**config.mk**
```make
export PLATFORM = sky130hd
export DESIGN_NAME = scsi_cpu_regs
export DESIGN_NICKNAME = d
export VERILOG_FILES = /design/src/rtl/scsi_regs_pkg.sv /design/src/rtl/scsi_sync.sv /design/src/rtl/scsi_edge_pulse.sv /design/src/rtl/scsi_reg_bank.sv /design/src/rtl/scsi_read_mux.sv /design/src/rtl/scsi_cpu_regs.sv
export SDC_FILE = /design/constraint.sdc
export NUM_CORES = 1
export LEC_CHECK = 0
export BUFFER_PORTS_ARGS = -buffer_cell sky130_fd_sc_hd__buf_2
export CORE_UTILIZATION = 51
export CTS_BUF_LIST = sky130_fd_sc_hd__clkbuf_16
export DETAILED_ROUTE_END_ITERATION = 10
export GPL_ROUTABILITY_DRIVEN = 0
export PLACE_DENSITY = 0.94
export SLEW_MARGIN = 40
export SYNTH_ARGS = -nofsm -noshare
export SYNTH_HDL_FRONTEND = slang
export SYNTH_SLANG_ARGS = --single-unit
export TNS_END_PERCENT = 50
```
**constraint.sdc**
```tcl
create_clock -name clk_i -period 2.74 [get_ports clk_i]
set_input_delay 0.137 -clock clk_i [delete_from_list [all_inputs] [get_ports clk_i]]
set_output_delay 0.137 -clock clk_i [all_outputs]
set_load 0.03 [all_outputs]
```
**src/rtl/scsi_regs_pkg.sv**
```systemverilog
`timescale 1ns/1ps
package scsi_regs_pkg;
  localparam int ADDR_W = 3;
  localparam int NUM_ADDR = 1 << ADDR_W;

  typedef enum logic [ADDR_W-1:0] {
    ADR_DATA  = 3'd0,
    ADR_ICMD  = 3'd1,
    ADR_MODE  = 3'd2,
    ADR_TCMD  = 3'd3,
    ADR_STAT  = 3'd4,
    ADR_BSTAT = 3'd5,
    ADR_INDAT = 3'd6,
    ADR_CLR   = 3'd7
  } reg_addr_e;
endpackage

```
**src/rtl/scsi_sync.sv**
```systemverilog
`timescale 1ns/1ps
module scsi_sync #(
  parameter int          WIDTH   = 1,
  parameter int          STAGES  = 2,
  parameter logic [WIDTH-1:0] RST_VAL = '0
) (
  input  logic             clk_i,
  input  logic             rst_ni,
  input  logic [WIDTH-1:0] d_i,
  output logic [WIDTH-1:0] q_o
);
  logic [WIDTH-1:0] stage_q [STAGES];

  for (genvar s = 0; s < STAGES; s++) begin : g_stage
    always_ff @(posedge clk_i or negedge rst_ni) begin
      if (!rst_ni) stage_q[s] <= RST_VAL;
      else if (s == 0) stage_q[s] <= d_i;
      else stage_q[s] <= stage_q[(s > 0) ? s-1 : 0];
    end
  end

  assign q_o = stage_q[STAGES-1];
endmodule

```
**src/rtl/scsi_edge_pulse.sv**
```systemverilog
`timescale 1ns/1ps
module scsi_edge_pulse (
  input  logic clk_i,
  input  logic rst_ni,
  input  logic level_i,
  output logic pulse_o
);
  logic level_q;

  always_ff @(posedge clk_i or negedge rst_ni) begin
    if (!rst_ni) level_q <= 1'b0;
    else level_q <= level_i;
  end

  assign pulse_o = level_i & ~level_q;
endmodule

```
**src/rtl/scsi_reg_bank.sv**
```systemverilog
`timescale 1ns/1ps
module scsi_reg_bank
  import scsi_regs_pkg::*;
#(
  parameter int DATA_W = 8
) (
  input  logic              clk_i,
  input  logic              rst_ni,
  input  logic              wr_pulse_i,
  input  logic              rd_pulse_i,
  input  logic [ADDR_W-1:0] addr_i,
  input  logic [DATA_W-1:0] data_i,
  output logic [DATA_W-1:0] out_data_o,
  output logic [DATA_W-1:0] init_cmd_o,
  output logic [DATA_W-1:0] mode_o,
  output logic [DATA_W-1:0] targ_cmd_o,
  output logic [DATA_W-1:0] sel_enable_o,
  output logic              dma_send_o,
  output logic              dma_targ_rx_o,
  output logic              dma_init_rx_o,
  output logic              clr_flags_o
);
  reg_addr_e adr;
  assign adr = reg_addr_e'(addr_i);

  always_ff @(posedge clk_i or negedge rst_ni) begin
    if (!rst_ni) begin
      out_data_o    <= '0;
      init_cmd_o    <= '0;
      mode_o        <= '0;
      targ_cmd_o    <= '0;
      sel_enable_o  <= '0;
      dma_send_o    <= 1'b0;
      dma_targ_rx_o <= 1'b0;
      dma_init_rx_o <= 1'b0;
      clr_flags_o   <= 1'b0;
    end else begin
      dma_send_o    <= 1'b0;
      dma_targ_rx_o <= 1'b0;
      dma_init_rx_o <= 1'b0;
      clr_flags_o   <= rd_pulse_i && (adr == ADR_CLR);
      if (wr_pulse_i) begin
        case (adr)
          ADR_DATA:  out_data_o    <= data_i;
          ADR_ICMD:  init_cmd_o    <= data_i;
          ADR_MODE:  mode_o        <= data_i;
          ADR_TCMD:  targ_cmd_o    <= data_i;
          ADR_STAT:  sel_enable_o  <= data_i;
          ADR_BSTAT: dma_send_o    <= 1'b1; // action only, data dropped
          ADR_INDAT: dma_targ_rx_o <= 1'b1;
          ADR_CLR:   dma_init_rx_o <= 1'b1;
          default: ;
        endcase
      end
    end
  end
endmodule

```
**src/rtl/scsi_read_mux.sv**
```systemverilog
`timescale 1ns/1ps
module scsi_read_mux
  import scsi_regs_pkg::*;
#(
  parameter int DATA_W = 8
) (
  input  logic [ADDR_W-1:0] addr_i,
  input  logic              rd_en_i,
  input  logic [DATA_W-1:0] scsi_data_i,
  input  logic [DATA_W-1:0] init_cmd_i,
  input  logic [DATA_W-1:0] mode_i,
  input  logic [DATA_W-1:0] targ_cmd_i,
  input  logic [DATA_W-1:0] bus_status_i,
  input  logic [DATA_W-1:0] bus_and_status_i,
  input  logic [DATA_W-1:0] input_data_i,
  output logic [DATA_W-1:0] data_o
);
  logic [DATA_W-1:0] sel_d;

  always_comb begin
    case (reg_addr_e'(addr_i))
      ADR_DATA:  sel_d = scsi_data_i;
      ADR_ICMD:  sel_d = init_cmd_i;
      ADR_MODE:  sel_d = mode_i;
      ADR_TCMD:  sel_d = targ_cmd_i;
      ADR_STAT:  sel_d = bus_status_i;
      ADR_BSTAT: sel_d = bus_and_status_i;
      ADR_INDAT: sel_d = input_data_i;
      default:   sel_d = '0;
    endcase
  end

  assign data_o = rd_en_i ? sel_d : '0;
endmodule

```
**src/rtl/scsi_cpu_regs.sv**
```systemverilog
`timescale 1ns/1ps
module scsi_cpu_regs
  import scsi_regs_pkg::*;
#(
  parameter int DATA_W      = 8,
  parameter int SYNC_STAGES = 2
) (
  input  logic              clk_i,
  input  logic              rst_ni,
  input  logic              cs_ni,
  input  logic              rd_ni,
  input  logic              wr_ni,
  input  logic [ADDR_W-1:0] addr_i,
  input  logic [DATA_W-1:0] data_i,
  output logic [DATA_W-1:0] data_o,
  output logic              data_oe_o,
  input  logic [DATA_W-1:0] scsi_data_i,
  input  logic [DATA_W-1:0] bus_status_i,
  input  logic [DATA_W-1:0] bus_and_status_i,
  input  logic [DATA_W-1:0] input_data_i,
  output logic [DATA_W-1:0] out_data_o,
  output logic [DATA_W-1:0] init_cmd_o,
  output logic [DATA_W-1:0] mode_o,
  output logic [DATA_W-1:0] targ_cmd_o,
  output logic [DATA_W-1:0] sel_enable_o,
  output logic              dma_send_o,
  output logic              dma_targ_rx_o,
  output logic              dma_init_rx_o,
  output logic              clr_flags_o
);
  logic [2:0] strb_s;
  logic       cs_s, rd_s, wr_s;
  logic       rd_pulse, wr_pulse;

  scsi_sync #(.WIDTH(3), .STAGES(SYNC_STAGES), .RST_VAL(3'b111)) u_sync (
    .clk_i, .rst_ni,
    .d_i ({cs_ni, rd_ni, wr_ni}),
    .q_o (strb_s)
  );
  assign {cs_s, rd_s, wr_s} = strb_s;

  scsi_edge_pulse u_rd_edge (
    .clk_i, .rst_ni, .level_i(~cs_s & ~rd_s), .pulse_o(rd_pulse)
  );
  scsi_edge_pulse u_wr_edge (
    .clk_i, .rst_ni, .level_i(~cs_s & ~wr_s), .pulse_o(wr_pulse)
  );

  // bus drive follows raw pins so read data appears without sync delay
  assign data_oe_o = ~cs_ni & ~rd_ni;

  scsi_reg_bank #(.DATA_W(DATA_W)) u_bank (
    .clk_i, .rst_ni,
    .wr_pulse_i (wr_pulse),
    .rd_pulse_i (rd_pulse),
    .addr_i, .data_i,
    .out_data_o, .init_cmd_o, .mode_o, .targ_cmd_o, .sel_enable_o,
    .dma_send_o, .dma_targ_rx_o, .dma_init_rx_o, .clr_flags_o
  );

  scsi_read_mux #(.DATA_W(DATA_W)) u_rmux (
    .addr_i,
    .rd_en_i          (data_oe_o),
    .scsi_data_i,
    .init_cmd_i       (init_cmd_o),
    .mode_i           (mode_o),
    .targ_cmd_i       (targ_cmd_o),
    .bus_status_i,
    .bus_and_status_i,
    .input_data_i,
    .data_o
  );
endmodule

```
[Word-level counts from Yosys, hierarchy flattened]
Index checks and enable logic that the tools add are counted.
Word-level totals
  register bits after elaboration: 52
  input bits: 48
  output and inout port bits: 53
  logic and storage cells: 47
Operators by class
  eq/ne operators: 7
  multiplexer cells: 8
  bitwise operators: 12
  reductions and logical operators: 7
Operators with widths (number)
  $pmux 8 s7: 1
  $eq 3x3->1 const B: 4
  $reduce_and 2->1: 5
  $mux 8: 1
  $not 1->1: 7
  $eq 3x2->1 const B: 2
  $mux 1: 6
  $and 1x1->1: 5
  $eq 3x1->1 const B: 1
  $logic_not 3->1: 1
  $logic_and 1x1->1: 1

[Logic depth before layout (Yosys ltp)]
Gate-level depths: netlist of the first run.
  depth after elaboration: 4
  gate-level depth with buffers: 6
  depth with buffers taken out: 4

[By module]
From an unflattened synthesis of the first run, not the netlist that was laid out.
Unflattened totals
  cells, all modules: 188
  area total of the unflattened synthesis: 2469.9 sq um
By module, submodules not included
  scsi_reg_bank: instances 1, cells an instance 101, area each 1681.6 sq um
  scsi_read_mux: instances 1, cells an instance 71, area each 519.2 sq um
  scsi_sync: instances 1, cells an instance 9, area each 180.2 sq um
  scsi_edge_pulse: instances 2, cells an instance 2, area each 38.8 sq um
  scsi_cpu_regs: instances 1, cells an instance 3, area each 11.3 sq um

[Worst setup path after synthesis of the first run]
OpenSTA, ideal clock, no wires.
  path kind: reg2out
  from: register u_bank.init_cmd_o[3]
  to: output port data_o[3]
  arrival time: 1.447 ns
  slack: 1.156 ns
  cell stages (with the launch flop): 4
  buffers on the path: 0
  path through: dfrtp_1 -> mux2i_1 -> a211o_1 -> a31oi_1
On the way
  word-level cells in the longest chain between the ends: 2
Ends and longest elaborated chain
  from (decl): RTL line scsi_reg_bank.sv:14  | output logic [DATA_W-1:0] init_cmd_o,
  from (signal assigned): RTL line scsi_reg_bank.sv:45  | ADR_ICMD: init_cmd_o <= data_i;
  $pmux 8 s7: RTL line scsi_read_mux.sv:21  | case (reg_addr_e'(addr_i))
  $mux 8: RTL line scsi_read_mux.sv:33  | assign data_o = rd_en_i ? sel_d : '0;
  to (decl): RTL line scsi_cpu_regs.sv:15  | output logic [DATA_W-1:0] data_o,
No other way between the ends.

[Worst setup path after layout of the first run]
  from: input port addr_i[0]
  to: output port data_o[7]
On the way
  word-level cells in the longest chain between the ends: 3
  elaborated cells between the ends (all ways): 9
  classes of those cells: eq/ne (6); mux (2); reduce/logical (1)
Ends and longest elaborated chain
  from (decl): RTL line scsi_cpu_regs.sv:13  | input logic [ADDR_W-1:0] addr_i,
  $eq 3x3->1 (tied with other cells): RTL line scsi_read_mux.sv:21
  $pmux 8 s7 *: RTL line scsi_read_mux.sv:21
  $mux 8 *: RTL line scsi_read_mux.sv:33
Mark *: on every way between the ends. The rest lies on a longest branch, timed or not.

==> impl_results.md, run 1 <==
- Leak: 1.52 nW
- CP Capture Type: output port
- TNS Setup: 0 ns
- Met2 WL: 3100 um
- CTS root buffer: clkbuf_16
- Clk sink count: 52
- Critical path buffer and inverter count: 2
- Max Cap Violations: 0
- Total GRT Usage: 0.261
- VDD IR max: 530 uV
- Drt first pass iters: 6
- Area growth syn-to-layout: 29.3%
- DP Area: 0.00294 mm^2
- Crit path top cell by count: buf_2
- Skew final: 0.00290 ns
- H-tree depth: 2
- Area share of and/or/nand/nor cells after synthesis: 0.0897
- Final setup violation count: 0
- M1 WL: 2570 um
- Arr. time, crit path: 1.80 ns
- Power, Total: 0.00238 W
- Post-synth EDFFs: 0
- Initial cell density of the core: 0.543
- Kind of critical path: input pin to output port
- Total Wirelength: 6180 um
- Syn Nets: 238
- Min-delay worst type: input pin to flop
- Hold_sp: data_i[0]
- Syn Inst Count: 190
- Residual DRC count: 0
- Post-synthesis mux area share: 0.261
- Worst setup SP type: input pin
- Least-Margin Pin Slew: 0.664 ns
- Top Ports: 101
- DIE HEIGHT: 70.8 um
- Commonest non-fill, non-tap cells in the layout: buf_2, mux2_2, dfrtp_1
- # diodes: 0
- FF+latch count, synth: 52
- Avg Synthesized Cell Area: 12.7 um^2
- Overflow after GRT: 0
- FP Rows: 24
- Number of antenna violations at the first check in global routing: 0
- Final Cycle Share: 0.708
- Reg-to-Reg End: u_bank.sel_enable_o[1]
- CTS tree: done
- Worst reg2reg path startpoint: u_sync.q_o[2]
- Via count: 1,946
- Hold Vio Cnt, Final: 0
- Unrepaired setup endpoints after global routing: no
- Vias per cell: 5.64
- Final nets: 340
- Max-slew headroom: 0.558
- Routed WL per cell: 17.9 um
- Area of the core: 0.00444 mm^2
- Synth warn: 0
- Compound-cell area share of the yosys netlist: 0.0845
- Slowest-stage cell, CP: and2_0
- Max Buffers Root-to-Sink: 2
- Critical path fanouts, max: 23
- CP Cell Sequence: buf_2, nor2b_1, and2_0, a32oi_1, a31oi_1, buf_2
- Internal reg-to-reg setup slack: 0.93 ns
- Sequential share of the synthesized area: 0.543
- Fin area: 0.00312 mm^2
- Fraction of layout cells with a size suffix above 1: 0.590
- Clk_lat worst skew: 0.29 ns
- Commonest non-fill, non-tap cell in the layout: buf_2
- Delay-heaviest family, CP: simple AND/OR/NAND/NOR gates
- Width of the chip: 70.8 um
- Vias in the first global route: 1,980
- Minimum clock period: 1.94 ns
- Achievable frequency: 515 MHz
- Final HPWL DP: 4280 um
- Top FF cell, synth: dfrtp_1
- Hold Crit Depth: 2
- Status: completed
- # fillers: 316
- Port buffer count: 100
- Multi-input gate area: 0.00105 mm^2
- Final max-slew violation count: 0
- First-pass GRT wire length: 9770 um
- Pwr dens: 763 mW/mm^2
- Max incr delay on CP: 0.45 ns
- Clock transition at the registers of the reported paths: 0.06 ns
- Uppermost layer routed: met4
- Largest family of logic cells by synthesized area: multiplexers
- Routed wl met3: 347 um
- Sequential cell area: 0.00131 mm^2
- Hold EP: u_bank.targ_cmd_o[0]
- Post-route ant nets: 0
- XOR/XNOR share of the synthesized area: 0
- Gates resized, CTS repair: 0
- Setup Fix Bufs, Post-CTS: 0
- Total CTS buffers: 5
- DRT iter0 DRCs: 158
- Synth Area in Adders: 0
- R2r worst-path depth: 3
- CP Data Required Time: 2.60 ns
- FFs w/ async S/R, synth: 1.00
- Netlist cell types: 26
- Die Area: 0.00501 mm^2
- Post-Syn Area: 0.00241 mm^2
- Largest net degree at the start of global routing: 53
sequential cells by signal, indices dropped and copies added (netlist names), 3 cells and up:
register	count
u_bank.mode_o	8
u_sync.q_o	3
u_sync.stage_q	3
u_bank.out_data_o	8
u_bank.sel_enable_o	8
u_bank.init_cmd_o	8
u_bank.targ_cmd_o	8
worst max path at each step:
stage                     cells past startpoint  slack [ns]         to                  from
after floorplan                               3        1.16  data_o[3]  u_bank.init_cmd_o[3]
after global placement                        6        0.91  data_o[1]             addr_i[0]
after detailed placement                      6        0.83  data_o[7]             addr_i[0]
after CTS                                     6        0.84  data_o[7]             addr_i[0]
after global routing                          6        0.70  data_o[1]             addr_i[0]
final                                         6        0.80  data_o[7]             addr_i[0]
synthesized netlist by cell type, drive strengths merged, types with 2 or more instances:
master  number  area, um^2
dfrtp       46        1150
a31oi        8        50.1
nor4         2        27.5
o21ai        7        35.0
a32oi        8        70.1
dfstp        6         158
nand3        3        20.0
nor2         6        22.5
mux2        55         619
nand2b       7        43.8
and3         2        12.5
clkbuf       4        15.0
nand2       14        60.1
a21oi        8        40.0
nor2b        3        18.8
buf          6        35.0
metal layers:
metal / GRT usage / up-vias
met5: 0 / -
met3: 0.0655 / 14
li1: - / 899
met4: 0.0889 / 0
met1: 0.321 / 955
met2: 0.450 / 78
cells by family after synthesis:
logic type,count (synthesis)
multiplexers,56
AO/OA/AOI/OAI,32
AND/OR/NAND/NOR,39
flip-flops,52
buffers and inverters,11
worst register-to-register path: stages, from the launching register on:
cell     delay (ns)
dfstp_2        0.40
nor3_1         0.40
nand3_1        0.46
mux2_2         0.44
final cells by class:
| cell class | instances | area share |
|---|---|---|
| Inverter | 1 | 0.00120 |
| Clock buffer | 5 | 0.0401 |
| Clock inverter | 3 | 0.00482 |
| Timing Repair Buffer | 105 | 0.177 |
| Multi-Input combinational cell | 127 | 0.337 |
| Sequential cell | 52 | 0.420 |
| Tap cell | 52 | 0.0209 |
where the power goes:
group | internal, W | total, W | switching [W]
sequential | 0.000920 | 0.00102 | 0.0000995
combinational | 0.000277 | 0.000762 | 0.000485
clock | 0.000332 | 0.000597 | 0.000265
stage by stage:
stage / hold slack [ns] / std cells / worst slack [ns] / utilization
finish: 0.134 / 345 / 0.799 / 0.702
global route: 0.143 / 345 / 0.698 / 0.702
CTS: 0.133 / 345 / 0.836 / 0.702
detailed placement: 0.202 / 333 / 0.828 / 0.661
global placement: 0.250 / 333 / 0.905 / 0.660
floorplan: -0.159 / 190 / 1.16 / -
what timing repair did:
action,4_1_cts,5_1_grt
hold endpoints to repair,49,0
endpoints found under the setup margin,0,0
hold buffers,4,0
Note: power is estimated with default switching activity, not from simulation.
==> run 2, diff against run 1 <==
Settings changed: CORE_UTILIZATION 51 to 43, PLACE_DENSITY 0.94 to 0.86.
Clock period 2.74 ns to 1.6 ns, I/O delays scaled along.
==> impl_results.md, run 2 (synthesis gave the netlist of run 1 again) <==
- Status: completed
- Fin area: 0.00324 mm^2 (+3.8%)
- VDD IR max: 768 uV (+45%)
- CTS root buffer: clkbuf_16
- Minimum clock period: 1.55 ns
- Via count: 1,995 (+2.5%)
- Non-filler instance count after layout: 373 (+8.1%)
- Drt first pass iters: 4 (-2)
- Delay-heaviest family, CP: simple AND/OR/NAND/NOR gates
- Fraction of layout cells with a size suffix above 1: 0.604 (+0.0135)
- Top Ports: 101 (unchanged)
- DP Area: 0.00306 mm^2 (+4.1%)
- Setup Fix Bufs, Post-CTS: 0 (unchanged)
- R2r worst-path depth: 3 (unchanged)
- Pwr dens: 1270 mW/mm^2 (+66%)
- Largest net degree at the start of global routing: 32 (-40%)
- Power, Total: 0.00411 W (+73%)
- Routed WL per cell: 17.2 um (-4.1%)
- Slowest-stage cell, CP: dfstp_2
- Leak: 1.59 nW (+4.2%)
- CTS tree: done
- Min-delay worst type: input pin to flop
- Worst Setup SP: u_sync.q_o[2]
- First-pass GRT wire length: 10,300 um (+5.3%)
- Final HPWL DP: 4640 um (+8.3%)
- Hold Vio Cnt, Final: 0 (unchanged)
- Uppermost layer routed: met4
- Area of the core: 0.00527 mm^2 (+19%)
- Width of the chip: 76.9 um (+8.7%)
- Number of antenna violations at the first check in global routing: 0 (unchanged)
- Reg-to-Reg End: u_bank.targ_cmd_o[7]
- Clock transition at the registers of the reported paths: 0.06 ns (about the same)
- TNS Setup: 0 ns (unchanged)
- Post-route ant nets: 0 (unchanged)
- DRT iter0 DRCs: 133 (-16%)
- Critical path fanouts, max: 8 (-65%)
- Routed wl met3: 502 um (+45%)
- Critical path buffer and inverter count: 0 (-2)
- Overflow after GRT: 0 (unchanged)
- Die Area: 0.00591 mm^2 (+18%)
- Final setup violation count: 0 (unchanged)
- Final Cycle Share: 0.968
- Max Cap Violations: 0 (unchanged)
- Hold slack: 0.0813 ns (-0.0526 ns)
- CP Data Required Time: 1.77 ns (-0.83 ns)
- Total CTS buffers: 5 (unchanged)
- Achievable frequency: 646 MHz
- Cells after DPL: 361 (+8.4%)
- Max-slew headroom: 0.641 (+0.0839)
- Worst path depth: 3 (-3)
- Vias in the first global route: 1,986 (+0.30%)
- Vias per cell: 5.35 (-5.2%)
- Initial cell density of the core: 0.458 (-0.0851)
- Unrepaired setup endpoints after global routing: yes
- Worst reg2reg path startpoint: u_sync.q_o[2]
- Total Wirelength: 6410 um (+3.7%)
- Port buffer count: 100 (unchanged)
- CP Capture Type: flop
- Kind of critical path: flop to flop
- CP Cell Sequence: nor4_4, nand3_2, mux2_2
- Gates resized, CTS repair: 0 (unchanged)
- Commonest non-fill, non-tap cells in the layout: buf_2, mux2_2, dfrtp_1
- Met2 WL: 3050 um (-1.6%)
- Clk sink count: 52 (unchanged)
- H-tree depth: 2 (unchanged)
- Final nets: 350 (+2.9%)
- Total GRT Usage: 0.231 (-0.0297)
- Worst setup SP type: flop
- Clk_lat worst skew: 0.29 ns (about the same)
- # diodes: 0 (unchanged)
- M1 WL: 2750 um (+6.7%)
- Arr. time, crit path: 1.72 ns (-0.08 ns)
- Final max-slew violation count: 0 (unchanged)
- FP Rows: 26 (+8.3%)
- Internal reg-to-reg setup slack: 0.05 ns (-0.88 ns)
- Least-Margin Pin Slew: 0.538 ns (-0.126 ns)
- Commonest non-fill, non-tap cell in the layout: buf_2
- Skew final: 0.00260 ns (-0.000306 ns)
- DIE HEIGHT: 76.9 um (+8.7%)
- Area growth syn-to-layout: 34.1%
- Residual DRC count: 0 (unchanged)
- Max incr delay on CP: 0.40 ns (-0.05 ns)
- Max Buffers Root-to-Sink: 2 (unchanged)
- Critical path capture point: u_bank.targ_cmd_o[7]
-- run 2: area by class of cell --
type | count | area, um^2
multi-input combinational | 127 | 1050
tap | 70 | 87.6
sequential | 52 | 1310
clock buffer | 5 | 125
fill | 438 | 2030
inverter | 1 | 3.75
clock inverter | 3 | 12.5
timing repair buffer | 115 | 648
-- run 2: per-layer routing --
| layer | vias to the layer above | global-route usage |
|---|---|---|
| li1 | 922 | - |
| met1 | 965 | 0.294 |
| met2 | 95 | 0.378 |
| met3 | 13 | 0.0595 |
| met4 | 0 | 0.0827 |
| met5 | - | 0 |
-- run 2: what timing repair did --
action,4_1_cts,5_1_grt
hold buffers,4,0
endpoints found under the hold margin,24,0
endpoints found under the setup margin,0,9
-- run 2: report_power, final --
part	switching, W	internal (W)
Sequential	0.000186	0.00158
Clock	0.000443	0.000566
Combinational	0.000841	0.000494
-- run 2: how the worst min path moves through the flow --
stage,from,slack (ns),endpoint,cells past startpoint
final,data_i[0],0.08,u_bank.targ_cmd_o[0],2
after global routing,data_i[0],0.09,u_bank.init_cmd_o[0],2
after detailed placement,rst_ni,0.09,u_bank.clr_flags_o,1
after floorplan,rst_ni,-0.22,u_bank.clr_flags_o,0
after global placement,rst_ni,0.09,u_bank.clr_flags_o,1
after CTS,data_i[5],0.08,u_bank.sel_enable_o[5],2
-- run 2: stage by stage --
| step | utilization | setup slack, ns |
|---|---|---|
| floorplan | - | 0.0734 |
| detailed placement | 0.580 | 0.0730 |
| CTS | 0.614 | 0.0523 |
| finish | 0.614 | 0.0512 |
| global placement | 0.580 | 0.125 |
| global route | 0.614 | -0.0171 |
==> run 3, diff against run 2 <==
Settings changed: CORE_UTILIZATION 43 to 35, PLACE_DENSITY 0.86 to 0.74.
==> impl_results.md, run 3 (synthesis gave the netlist of run 1 again) <==
- DRT iter0 DRCs: 127 (-4.5%)
- Via count: 1,993 (-0.10%)
- Pwr dens: 1250 mW/mm^2 (-1.9%)
- Final nets: 355 (+1.4%)
- Status: completed
- Non-filler instance count after layout: 385 (+3.2%)
- Hold_sp: data_i[5]
- DP Area: 0.00310 mm^2 (+1.5%)
- Routed WL per cell: 17.3 um (+0.56%)
- Commonest non-fill, non-tap cells in the layout: buf_2, mux2_2, dfrtp_1
- Area growth syn-to-layout: 36.2%
- Top Ports: 101 (unchanged)
- Vias per cell: 5.18 (-3.2%)
- Met2 WL: 3150 um (+3.2%)
- Total CTS buffers: 5 (unchanged)
- Least-Margin Pin Slew: 0.562 ns (+0.0246 ns)
- H-tree depth: 2 (unchanged)
- Width of the chip: 85.0 um (+11%)
- Leak: 1.61 nW (+1.1%)
- Clock transition at the registers of the reported paths: 0.06 ns (about the same)
- Utilization after layout: 0.506 (-0.108)
- Drt first pass iters: 5 (+1)
- Hold Vio Cnt, Final: 0 (unchanged)
- DIE HEIGHT: 85.0 um (+11%)
- VDD IR max: 1030 uV (+34%)
- CP Data Required Time: 1.77 ns (about the same)
- Worst Setup SP: u_sync.q_o[2]
- Area of the core: 0.00649 mm^2 (+23%)
- Unrepaired setup endpoints after global routing: yes
- Cells after DPL: 373 (+3.3%)
- Vias in the first global route: 1,975 (-0.55%)
- CTS tree: done
- R2r worst-path depth: 3 (unchanged)
- Total Wirelength: 6650 um (+3.8%)
- M1 WL: 2910 um (+6.0%)
- Fraction of layout cells with a size suffix above 1: 0.614 (+0.00968)
- Fin area: 0.00329 mm^2 (+1.5%)
- Reg-to-Reg End: u_bank.out_data_o[5]
- Minimum clock period: 1.55 ns (+0.00482 ns)
- TNS Setup: 0 ns (unchanged)
- CP Capture Type: flop
- Kind of critical path: flop to flop
- Total GRT Usage: 0.191 (-0.0398)
- Critical path fanouts, max: 8 (unchanged)
- Min-delay worst type: input pin to flop
- Number of antenna violations at the first check in global routing: 0 (unchanged)
- Port buffer count: 100 (unchanged)
- Max-slew headroom: 0.625 (-0.0164)
- Final Cycle Share: 0.971 (+0.00301)
- Residual DRC count: 0 (unchanged)
- First-pass GRT wire length: 10,400 um (+1.4%)
- Hold Crit Depth: 2 (unchanged)
- Max Cap Violations: 0 (unchanged)
- Post-route ant nets: 0 (unchanged)
- # diodes: 0 (unchanged)
- Max Buffers Root-to-Sink: 2 (unchanged)
- Achievable frequency: 644 MHz (-0.31%)
- Worst setup SP type: flop
- Skew final: 0.00342 ns (+0.000822 ns)
- Largest net degree at the start of global routing: 31 (-3.1%)
- Commonest non-fill, non-tap cell in the layout: buf_2
- Die Area: 0.00723 mm^2 (+22%)
- Uppermost layer routed: met4
- Final setup violation count: 0 (unchanged)
- Final max-slew violation count: 0 (unchanged)
- Arr. time, crit path: 1.72 ns (about the same)
- Hold EP: u_bank.mode_o[5]
- Hold slack: 0.0860 ns (+0.00466 ns)
- Internal reg-to-reg setup slack: 0.05 ns (about the same)
- Clk_lat worst skew: 0.28 ns (about the same)
- Worst reg2reg path startpoint: u_sync.q_o[2]
- CTS root buffer: clkbuf_16
- Final HPWL DP: 5020 um (+8.3%)
- Routed wl met3: 422 um (-16%)
- Overflow after GRT: 0 (unchanged)
- FP Rows: 29 (+12%)
- Clk sink count: 52 (unchanged)
- Initial cell density of the core: 0.371 (-0.0863)
==> run 3: where the power goes <==
part	internal, W	switching, W
logic	0.000499	0.000840
clock network	0.000568	0.000427
registers	0.00158	0.000181
==> run 3: stage by stage <==
| step | power, W | setup WS (ns) |
|---|---|---|
| 2_1_floorplan | 0.00262 | 0.0734 |
| 3_3_place_gp | 0.00309 | 0.0911 |
| 3_5_place_dp | 0.00311 | 0.0529 |
| 4_1_cts | 0.00412 | 0.0452 |
| 5_1_grt | 0.00428 | -0.0345 |
| 6_report | 0.00409 | 0.0464 |
==> run 3: final cells by class <==
type                    count  area [um^2]
well taps                  77         96.3
inverters                   1         3.75
fillers                   585         3210
clock inverters             3         13.8
clock buffers               5          125
repair buffers            120          688
flip-flops and latches     52         1310
multi-input cells         127         1050
==> run 3: critical path, cell delays in order, from the launching register on <==
cell	delay, ns
dfstp_2	0.40
nor4_4	0.41
nand2_2	0.29
mux2_2	0.34
==> run 3: repair_timing <==
action,in CTS,in global routing
hold buffers,4,0
setup buffers,0,0
endpoints found under the hold margin,19,0
resized for setup,0,2
setup endpoints to repair,0,20
==> run 3: metal layers <==
metal | vias to the layer above | track usage
met1 | 957 | 0.257
met3 | 17 | 0.0360
met4 | 0 | 0.0724
li1 | 930 | -
met2 | 89 | 0.308
met5 | - | 0
==> run 3: how the worst max path moves through the flow <==
stage | endpoint | slack, ns | cells after the start
floorplan | data_o[3] | 0.07 | 3
global placement | u_bank.out_data_o[3] | 0.09 | 3
detailed placement | u_bank.out_data_o[0] | 0.05 | 3
CTS | u_bank.out_data_o[0] | 0.05 | 3
global route | u_bank.out_data_o[7] | -0.03 | 3
finish | u_bank.out_data_o[5] | 0.05 | 3
